**src/rtl/dly_pkg.sv**
```systemverilog
package dly_pkg;
  localparam int FIELD_W     = 3;
  localparam int NUM_STREAMS = 5;
  localparam int CFG_W       = FIELD_W * NUM_STREAMS;
  localparam int MAX_DLY     = (1 << FIELD_W) - 1;

  // Field order matters: it sets the bit position of each field in the word.
  typedef enum int {
    ST_A   = 0,
    ST_B   = 1,
    ST_MIX = 2,
    ST_FMT = 3,
    ST_RND = 4
  } stream_e;

  function automatic int field_lsb(stream_e s);
    return int'(s) * FIELD_W;
  endfunction
endpackage

```
**src/rtl/ser_cfg_reg.sv**
```systemverilog
module ser_cfg_reg #(
  parameter int CFG_W = 15
) (
  input  logic             clk,
  input  logic             rst,
  input  logic             bypass,
  input  logic             ser_bit,
  input  logic             ser_strobe,
  output logic [CFG_W-1:0] cfg
);
  logic strobe_q;
  logic strobe_rise;

  assign strobe_rise = ser_strobe & ~strobe_q;

  always_ff @(posedge clk) begin
    if (rst) begin
      strobe_q <= 1'b0;
      cfg      <= '0;
    end else begin
      strobe_q <= ser_strobe;
      if (bypass)
        cfg <= '0;
      else if (strobe_rise)
        cfg <= {ser_bit, cfg[CFG_W-1:1]};
    end
  end

  // bypass clears the word on the next edge
  p_bypass_clears_r5: assert property (@(posedge clk) disable iff (rst)
    bypass |=> (cfg == '0));

  // a strobe rising edge inserts the serial bit at the top and moves the rest down
  p_shift_order_r3: assert property (@(posedge clk) disable iff (rst)
    ($rose(ser_strobe) && !bypass) |=>
      (cfg[CFG_W-1] == $past(ser_bit)) && (cfg[CFG_W-2:0] == $past(cfg[CFG_W-1:1])));

  // without a strobe rising edge the word holds
  p_hold_without_edge_r4: assert property (@(posedge clk) disable iff (rst)
    (!$rose(ser_strobe) && !bypass) |=> $stable(cfg));
endmodule

```
**src/rtl/tap_delay_line.sv**
```systemverilog
module tap_delay_line #(
  parameter int W     = 12,
  parameter int SEL_W = 3
) (
  input  logic             clk,
  input  logic             rst,
  input  logic [SEL_W-1:0] sel,
  input  logic [W-1:0]     din,
  output logic [W-1:0]     dout
);
  localparam int DEPTH = (1 << SEL_W) - 1;

  logic [W-1:0] stg [DEPTH];

  always_ff @(posedge clk) begin
    if (rst) stg[0] <= '0;
    else     stg[0] <= din;
  end

  for (genvar k = 1; k < DEPTH; k++) begin : g_chain
    always_ff @(posedge clk) begin
      if (rst) stg[k] <= '0;
      else     stg[k] <= stg[k-1];
    end
  end

  always_comb begin
    if (sel == '0) dout = din;
    else           dout = stg[sel - SEL_W'(1)];
  end

  // a setting of one gives the previous cycle's input
  p_one_stage_r2: assert property (@(posedge clk) disable iff (rst)
    ((sel == SEL_W'(1)) && !$past(rst)) |-> (dout == $past(din)));

  // a setting of two gives the input from two edges back
  p_two_stage_r2: assert property (@(posedge clk) disable iff (rst)
    ((sel == SEL_W'(2)) && !$past(rst) && !$past(rst, 2)) |-> (dout == $past(din, 2)));
endmodule

```
**src/rtl/stream_delay_bank.sv**
```systemverilog
module stream_delay_bank
  import dly_pkg::*;
#(
  parameter int DATA_W = 12,
  parameter int MIX_W  = 12,
  parameter int RND_W  = 2
) (
  input  logic              clk,
  input  logic              rst,
  input  logic              bypass,
  input  logic              cfg_bit,
  input  logic              cfg_strobe,
  input  logic [DATA_W-1:0] a_in,
  input  logic [DATA_W-1:0] b_in,
  input  logic [MIX_W-1:0]  mix_in,
  input  logic              fmt_in,
  input  logic [RND_W-1:0]  rnd_in,
  output logic [DATA_W-1:0] a_out,
  output logic [DATA_W-1:0] b_out,
  output logic [MIX_W-1:0]  mix_out,
  output logic              fmt_out,
  output logic [RND_W-1:0]  rnd_out
);
  localparam int LSB_A   = field_lsb(ST_A);
  localparam int LSB_B   = field_lsb(ST_B);
  localparam int LSB_MIX = field_lsb(ST_MIX);
  localparam int LSB_FMT = field_lsb(ST_FMT);
  localparam int LSB_RND = field_lsb(ST_RND);

  logic [CFG_W-1:0] cfg;

  ser_cfg_reg #(.CFG_W(CFG_W)) u_cfg (
    .clk        (clk),
    .rst        (rst),
    .bypass     (bypass),
    .ser_bit    (cfg_bit),
    .ser_strobe (cfg_strobe),
    .cfg        (cfg)
  );

  tap_delay_line #(.W(DATA_W), .SEL_W(FIELD_W)) u_dl_a (
    .clk(clk), .rst(rst), .sel(cfg[LSB_A +: FIELD_W]), .din(a_in), .dout(a_out));

  tap_delay_line #(.W(DATA_W), .SEL_W(FIELD_W)) u_dl_b (
    .clk(clk), .rst(rst), .sel(cfg[LSB_B +: FIELD_W]), .din(b_in), .dout(b_out));

  tap_delay_line #(.W(MIX_W), .SEL_W(FIELD_W)) u_dl_mix (
    .clk(clk), .rst(rst), .sel(cfg[LSB_MIX +: FIELD_W]), .din(mix_in), .dout(mix_out));

  tap_delay_line #(.W(1), .SEL_W(FIELD_W)) u_dl_fmt (
    .clk(clk), .rst(rst), .sel(cfg[LSB_FMT +: FIELD_W]), .din(fmt_in), .dout(fmt_out));

  tap_delay_line #(.W(RND_W), .SEL_W(FIELD_W)) u_dl_rnd (
    .clk(clk), .rst(rst), .sel(cfg[LSB_RND +: FIELD_W]), .din(rnd_in), .dout(rnd_out));

  // one cycle after bypass is sampled, every stream passes through
  p_bypass_passthru_r5: assert property (@(posedge clk) disable iff (rst)
    $past(bypass) |-> ((a_out == a_in) && (b_out == b_in) && (mix_out == mix_in)
                       && (fmt_out == fmt_in) && (rnd_out == rnd_in)));

  // after reset every stream passes through until the word is loaded
  p_reset_passthru_r6: assert property (@(posedge clk) disable iff (rst)
    $past(rst) |-> ((a_out == a_in) && (b_out == b_in) && (mix_out == mix_in)));
endmodule

```
**config.mk**
```make
export PLATFORM = sky130hd
export DESIGN_NAME = stream_delay_bank
export DESIGN_NICKNAME = d
export VERILOG_FILES = /design/src/rtl/dly_pkg.sv /design/src/rtl/ser_cfg_reg.sv /design/src/rtl/tap_delay_line.sv /design/src/rtl/stream_delay_bank.sv
export SDC_FILE = /design/constraint.sdc
export NUM_CORES = 1
export LEC_CHECK = 0
export ABC_AREA = 1
export BUFFER_PORTS_ARGS = -buffer_cell sky130_fd_sc_hd__buf_2
export CORE_MARGIN = 2
export CORE_UTILIZATION = 40
export CTS_BUF_LIST = sky130_fd_sc_hd__clkbuf_4 sky130_fd_sc_hd__clkbuf_8
export DETAILED_ROUTE_END_ITERATION = 8
export SYNTH_ARGS = -nofsm -noshare
export SYNTH_HDL_FRONTEND = slang
export SYNTH_SLANG_ARGS = --single-unit
```
**constraint.sdc**
```tcl
create_clock -name clk -period 1.92 [get_ports clk]
set_clock_uncertainty 0.1 [all_clocks]
set_input_delay 0.096 -clock clk [delete_from_list [all_inputs] [get_ports clk]]
set_output_delay 0.096 -clock clk [all_outputs]
set_load 0.01 [all_outputs]
```
# Word-level counts from Yosys, hierarchy flattened
# Memory sizes are Yosys's and may differ from the RTL's.
# Cells that the tools add are included.
# word_totals
reg_bits	16
ram_bits	273
memories	5
output_inout_bits	39
# op_classes
n_bitwise	37
n_addsub	5
reduce_logical	6
muxes	43
# memory_table
name	depth	word_bits	read_ports	rd_clocked_by_memory_dff	write_ports	line	rtl
u_dl_a.stg	7	12	7	0	7	tap_delay_line.sv:13	logic [W-1:0] stg [DEPTH];
u_dl_b.stg	7	12	7	0	7	tap_delay_line.sv:13	
u_dl_mix.stg	7	12	7	0	7	tap_delay_line.sv:13	
u_dl_rnd.stg	7	2	7	0	7	tap_delay_line.sv:13	
u_dl_fmt.stg	7	1	7	0	7	tap_delay_line.sv:13	
# ops
op	count
$mux 12	24
$or 1x1->1	35
$mux 2	8
$logic_not 3->1	5
$sub 3x1->3 const B	5
$mux 1	11
$reduce_or 2->1	1
$and 1x1->1	1
$not 1->1	1

# Longest topological paths before layout
# logic_depth
word_depth	3
ltp_mapped	12

# Hierarchy
# A second synthesis with hierarchy kept.
# unflattened
hier_cells	1757
area_unflattened_um2	12059.1
# by_module_without_submodules
module	seq_area_each_um2	instances	area_per_inst_um2	cells_per_inst
tap_delay_line at u_dl_b ...	1681.6	2	3454.6	505
tap_delay_line at u_dl_a	1681.6	1	3479.6	505
ser_cfg_reg	320.3	1	737.0	101
tap_delay_line at u_dl_rnd	280.3	1	605.6	91
tap_delay_line at u_dl_fmt	140.1	1	327.8	50

# Worst setup path after synthesis
# No wires, ideal clock.
# synth_path
kind	reg-to-output
startpoint	register u_cfg.cfg[6]
endpoint	output mix_out[1]
path_stages_with_launch	13
required_time_ns	1.724
slack_ns	0.128
arrival_ns	1.596
cell_sequence	dfxtp_1 inv_2 buf_6 buf_6 ha_1 buf_4 inv_1 buf_4 nand3_1 nand2_1 nand2_1 nand3_1 nand2_1
# synth_via
elab_chain_len	3
# synth_lines
item	line	rtl
from (decl)	ser_cfg_reg.sv:9	output logic [CFG_W-1:0] cfg
from (signal assigned)	ser_cfg_reg.sv:25	cfg <= {ser_bit, cfg[CFG_W-1:1]};
$sub 3x1->3	tap_delay_line.sv:29	else dout = stg[sel - SEL_W'(1)];
$mem_v2 7x12	n/a	
$mux 12 (*)	tap_delay_line.sv:28	if (sel == '0) dout = din;
to (decl)	stream_delay_bank.sv:20	output logic [MIX_W-1:0] mix_out,
# Mark *: on every way between the ends. The rest lies on a longest branch, timed or not.

# Worst setup path after layout
# layout_path
startpoint	register u_cfg.cfg[3]
endpoint	output b_out[0]
# layout_via
elab_chain_len	3
# layout_lines
item	line	rtl
$sub 3x1->3	tap_delay_line.sv:29	
$mem_v2 7x12	n/a	
$mux 12 (*)	tap_delay_line.sv:28	
to (decl)	stream_delay_bank.sv:19	output logic [DATA_W-1:0] b_out,
# Marked as above.

==> summary.md <==
| Metric | Value |
|---|---|
| Number of flops mapped to enable cells by yosys | `0` |
| First-pass GRT wire length | `43200 um` |
| GP Congestion | `0.760` |
| Worst reg2reg endpoint | `u_cfg.cfg[14]` |
| H-tree depth | `2` |
| Horiz. Die Dim | `175 um` |
| Number of maximum-capacitance violations | `0` |
| Via count of the first global-routing pass | `9046` |
| Number of synthesized register bits | `289` |
| Setup repair after global routing missed its margin | `true` |
| Number of nets in the finished design | `1934` |
| Leakage dissipation | `6.97 nW` |
| Half-perimeter wire length after placement | `14500 um` |
| Critical path capture point | `b_out[0]` |
| Count of pins over their slew limit | `0` |
| Internal power of the cells | `0.0102 W` |
| Dominant cells by area after synthesis | `sky130_fd_sc_hd__dfxtp_1 49%, sky130_fd_sc_hd__nand2_1 14%, sky130_fd_sc_hd__nor2_1 11%` |
| Fraction of synthesis flops using an asynchronous set or reset pin | `0%` |
| Starting utilization of the core area | `40.7%` |
| Die Outline Area | `0.0307 mm^2` |
| DRC violation count after routing | `0` |
| Antenna Nets Post-Route | `0` |
| CTS buffer count | `50` |
| Fraction of power consumed by the clock network | `42.8%` |
| Height of the die | `175 um` |
| Cell area after layout | `0.0150 mm^2` |
| I/O pins | `83` |
| Total power consumption of the routed design | `0.0136 W` |
| Post-detailed-placement cell area | `0.0124 mm^2` |
| Final critical path time including I/O delays and setup | `2210 ps` |
| Endpoints failing hold | `0` |
| Global-route total usage across every layer | `16.8%` |
| Worst reg-to-reg path cell count | `5` |
| First-pass iteration count of the detailed router | `5` |
| Power per cell area | `902 mW/mm^2` |
| Crit. End Element | `primary output` |
| Placement Setup Slack | `138 ps` |
| Launching element type of the critical path | `flop` |
| Register-to-register path setup slack | `290 ps` |
| Antenna diode instance count | `0` |
| Final hold slack | `196 ps` |
| Category of the most critical setup path | `flop to primary output` |
| Buffers on Ports | `82` |
| Initial antenna violation count | `0` |
| DR vias | `9886` |
| Highest fanout seen on the critical path | `5` |
| Total global routing overflow | `0` |
| Reg power frac | `45.8%` |
| Synth unique cells | `16` |
| Number of rows in the core area | `62` |
| Number of setup violations in the final report | `39` |
| Total Routed Length | `26000 um` |
| Post-DR vias/cell | `4.30` |
| Power spent charging and discharging nets | `0.00336 W` |
| Leading register cell type out of synthesis | `sky130_fd_sc_hd__dfxtp_1` |
| Area occupied by multi-input gates | `0.00456 mm^2` |
| Normalized max-slew margin | `71.5%` |
| Switching power as a share of total power | `24.8%` |
| Relative contribution of combinational cells to total power | `11.5%` |
| Share of cells above drive strength 1 | `18.1%` |
| Fillers | `2753` |
| Leading cell types by count after synthesis | `444 x sky130_fd_sc_hd__nand2_1, 354 x sky130_fd_sc_hd__nor2_1, 335 x sky130_fd_sc_hd__inv_1` |
| Routed length per placed instance | `11.3 um` |
| Post-synth top area share | `49.4%` |
| Total Neg Setup Slack | `-8540 ps` |
| Synthesized instance count | `1717` |
| Maximum clock frequency | `453 MHz` |
| Worst EP arrival | `2010 ps` |
| Clock latency of the later-clocked register in the worst-skew pair | `560 ps` |
| Violations in the final reports | `setup timing` |
| Clock-pin slew on the worst setup and hold paths | `60 ps` |
| Biggest area consumer among synthesized cells | `sky130_fd_sc_hd__dfxtp_1` |
| Placeable core area | `0.0288 mm^2` |
| Result of the run | `finished with violations` |
| Drt first-iter violations | `589` |
| Maximum ir drop on the vdd rail | `0.000632 V` |
| Required time at the worst-slack endpoint | `1720 ps` |
| Post-synthesis cell area | `0.0117 mm^2` |
| Most used standard cell by instance count after synthesis | `sky130_fd_sc_hd__nand2_1` |
| Synthesized netlist net count | `1771` |
| Crit path setup slack, layout | `-288 ps` |
| CTS sink count | `289` |
| Kind of path behind the tightest hold check | `input port to flop` |
| R2R Path Start | `u_cfg.strobe_q` |
| Sequential share of the synthesized area | `49.4%` |
| Sequential Area | `0.00580 mm^2` |
| Area growth from synthesis to layout | `28.4%` |
| Synth Area per Inst | `6.82 um^2` |
| Measured slew at the worst slew-check pin | `428 ps` |
| Maximum number of pins on one net before global-route repair | `65` |
| Synthesis Warnings | `0` |
| CTS root buffer | `sky130_fd_sc_hd__clkbuf_8` |
| CP Launch Point | `u_cfg.cfg[3]` |
| Clock Path Buffers | `3` |
| CTS tree | `done` |
| Share of the cycle needed by the critical path after routing | `115%` |
-- through the flow --
| step | utilization (%) | std cells |
|---|---|---|
| 3_5_place_dp | 43.0 | 2125 |
| 2_1_floorplan | - | 1717 |
| 5_1_grt | 52.3 | 2300 |
| 3_3_place_gp | 43.0 | 2125 |
| 6_report | 52.3 | 2300 |
| 4_1_cts | 50.7 | 2286 |
-- power groups by stage --
stage                     Clock [W]  Sequential, W  Combinational (W)
after floorplan                   0        0.00632           0.000825
after global placement            0        0.00633            0.00117
after detailed placement          0        0.00634            0.00118
after CTS                   0.00600        0.00621            0.00144
after global routing        0.00632        0.00622            0.00173
final                       0.00581        0.00621            0.00156
-- registers in the layout, summed over array words and instances (netlist names) --
name and count:
u_dl_fmt.stg 7, u_cfg.strobe_q 1, u_dl_a.stg 84, u_dl_b.stg 84
u_dl_mix.stg 84, u_cfg.cfg 15, u_dl_rnd.stg 14
-- worst min-delay path by stage --
stage	startpoint	end	slack (ps)	cells after the start
2_1_floorplan	a_in[0]	u_dl_a.stg[0][0]	100	2
5_1_grt	mix_in[5]	u_dl_mix.stg[0][5]	170	4
3_3_place_gp	a_in[7]	u_dl_a.stg[0][7]	210	3
4_1_cts	b_in[1]	u_dl_b.stg[0][1]	150	4
3_5_place_dp	a_in[4]	u_dl_a.stg[0][4]	220	3
6_report	b_in[8]	u_dl_b.stg[0][8]	200	4
-- per-layer routing --
metal	wire length [um]	global-route usage (%)	vias to the layer above
met5	0	0	-
met4	447	4.44	0
met3	1140	3.33	42
met2	11300	26.7	176
met1	13100	23.2	4365
li1	-	-	5303
-- cells by family after synthesis --
logic type               Yosys count  synth area share, %
flip-flops                       289                 49.4
adder cells (fa/ha/maj)           10                 1.07
AO/OA/AOI/OAI                     29                 1.24
AND/OR/NAND/NOR                  961                 32.6
buffers and inverters            428                 15.7
-- critical path, cell delays in order, from the launching register on --
cell                      delay, ps
sky130_fd_sc_hd__dfxtp_2        360
sky130_fd_sc_hd__inv_4           60
sky130_fd_sc_hd__ha_4           370
sky130_fd_sc_hd__inv_4           70
sky130_fd_sc_hd__buf_6          140
sky130_fd_sc_hd__nand3_2         60
sky130_fd_sc_hd__nand2_1         50
sky130_fd_sc_hd__nand2_1         60
sky130_fd_sc_hd__nand3_2        100
sky130_fd_sc_hd__nand2_1         80
sky130_fd_sc_hd__buf_2          120
-- what timing repair did --
action                                  in CTS  in global routing
cloned                                       3                  5
pin swaps                                   41                 64
setup buffers                               12                  9
endpoints found under the setup margin      39                 39
hold endpoints to repair                    94                  0
hold buffers                                58                  0
resized for setup                          105                 60
-- area by class of cell --
type	instances	share of cell area (%)
clock inverter	5	0.391
multi-input combinational	1000	30.3
clock buffer	83	6.63
sequential	289	38.5
inverter	342	8.82
tap	384	3.19
timing repair buffer	197	12.1
-- placed cells by master (no fill, tap or decap), drive strengths merged --
master and count:
a21oi 14, dfxtp 289, buf 133, inv 340
nand3 157, clkinv 2, dlygate4sd3 58, clkbuf 89
nor2 355, clkinvlp 4, nor3 1, nand2 448
ha 10, o21ai 15, bufinv 1
Power figures use the tool's default switching activity.
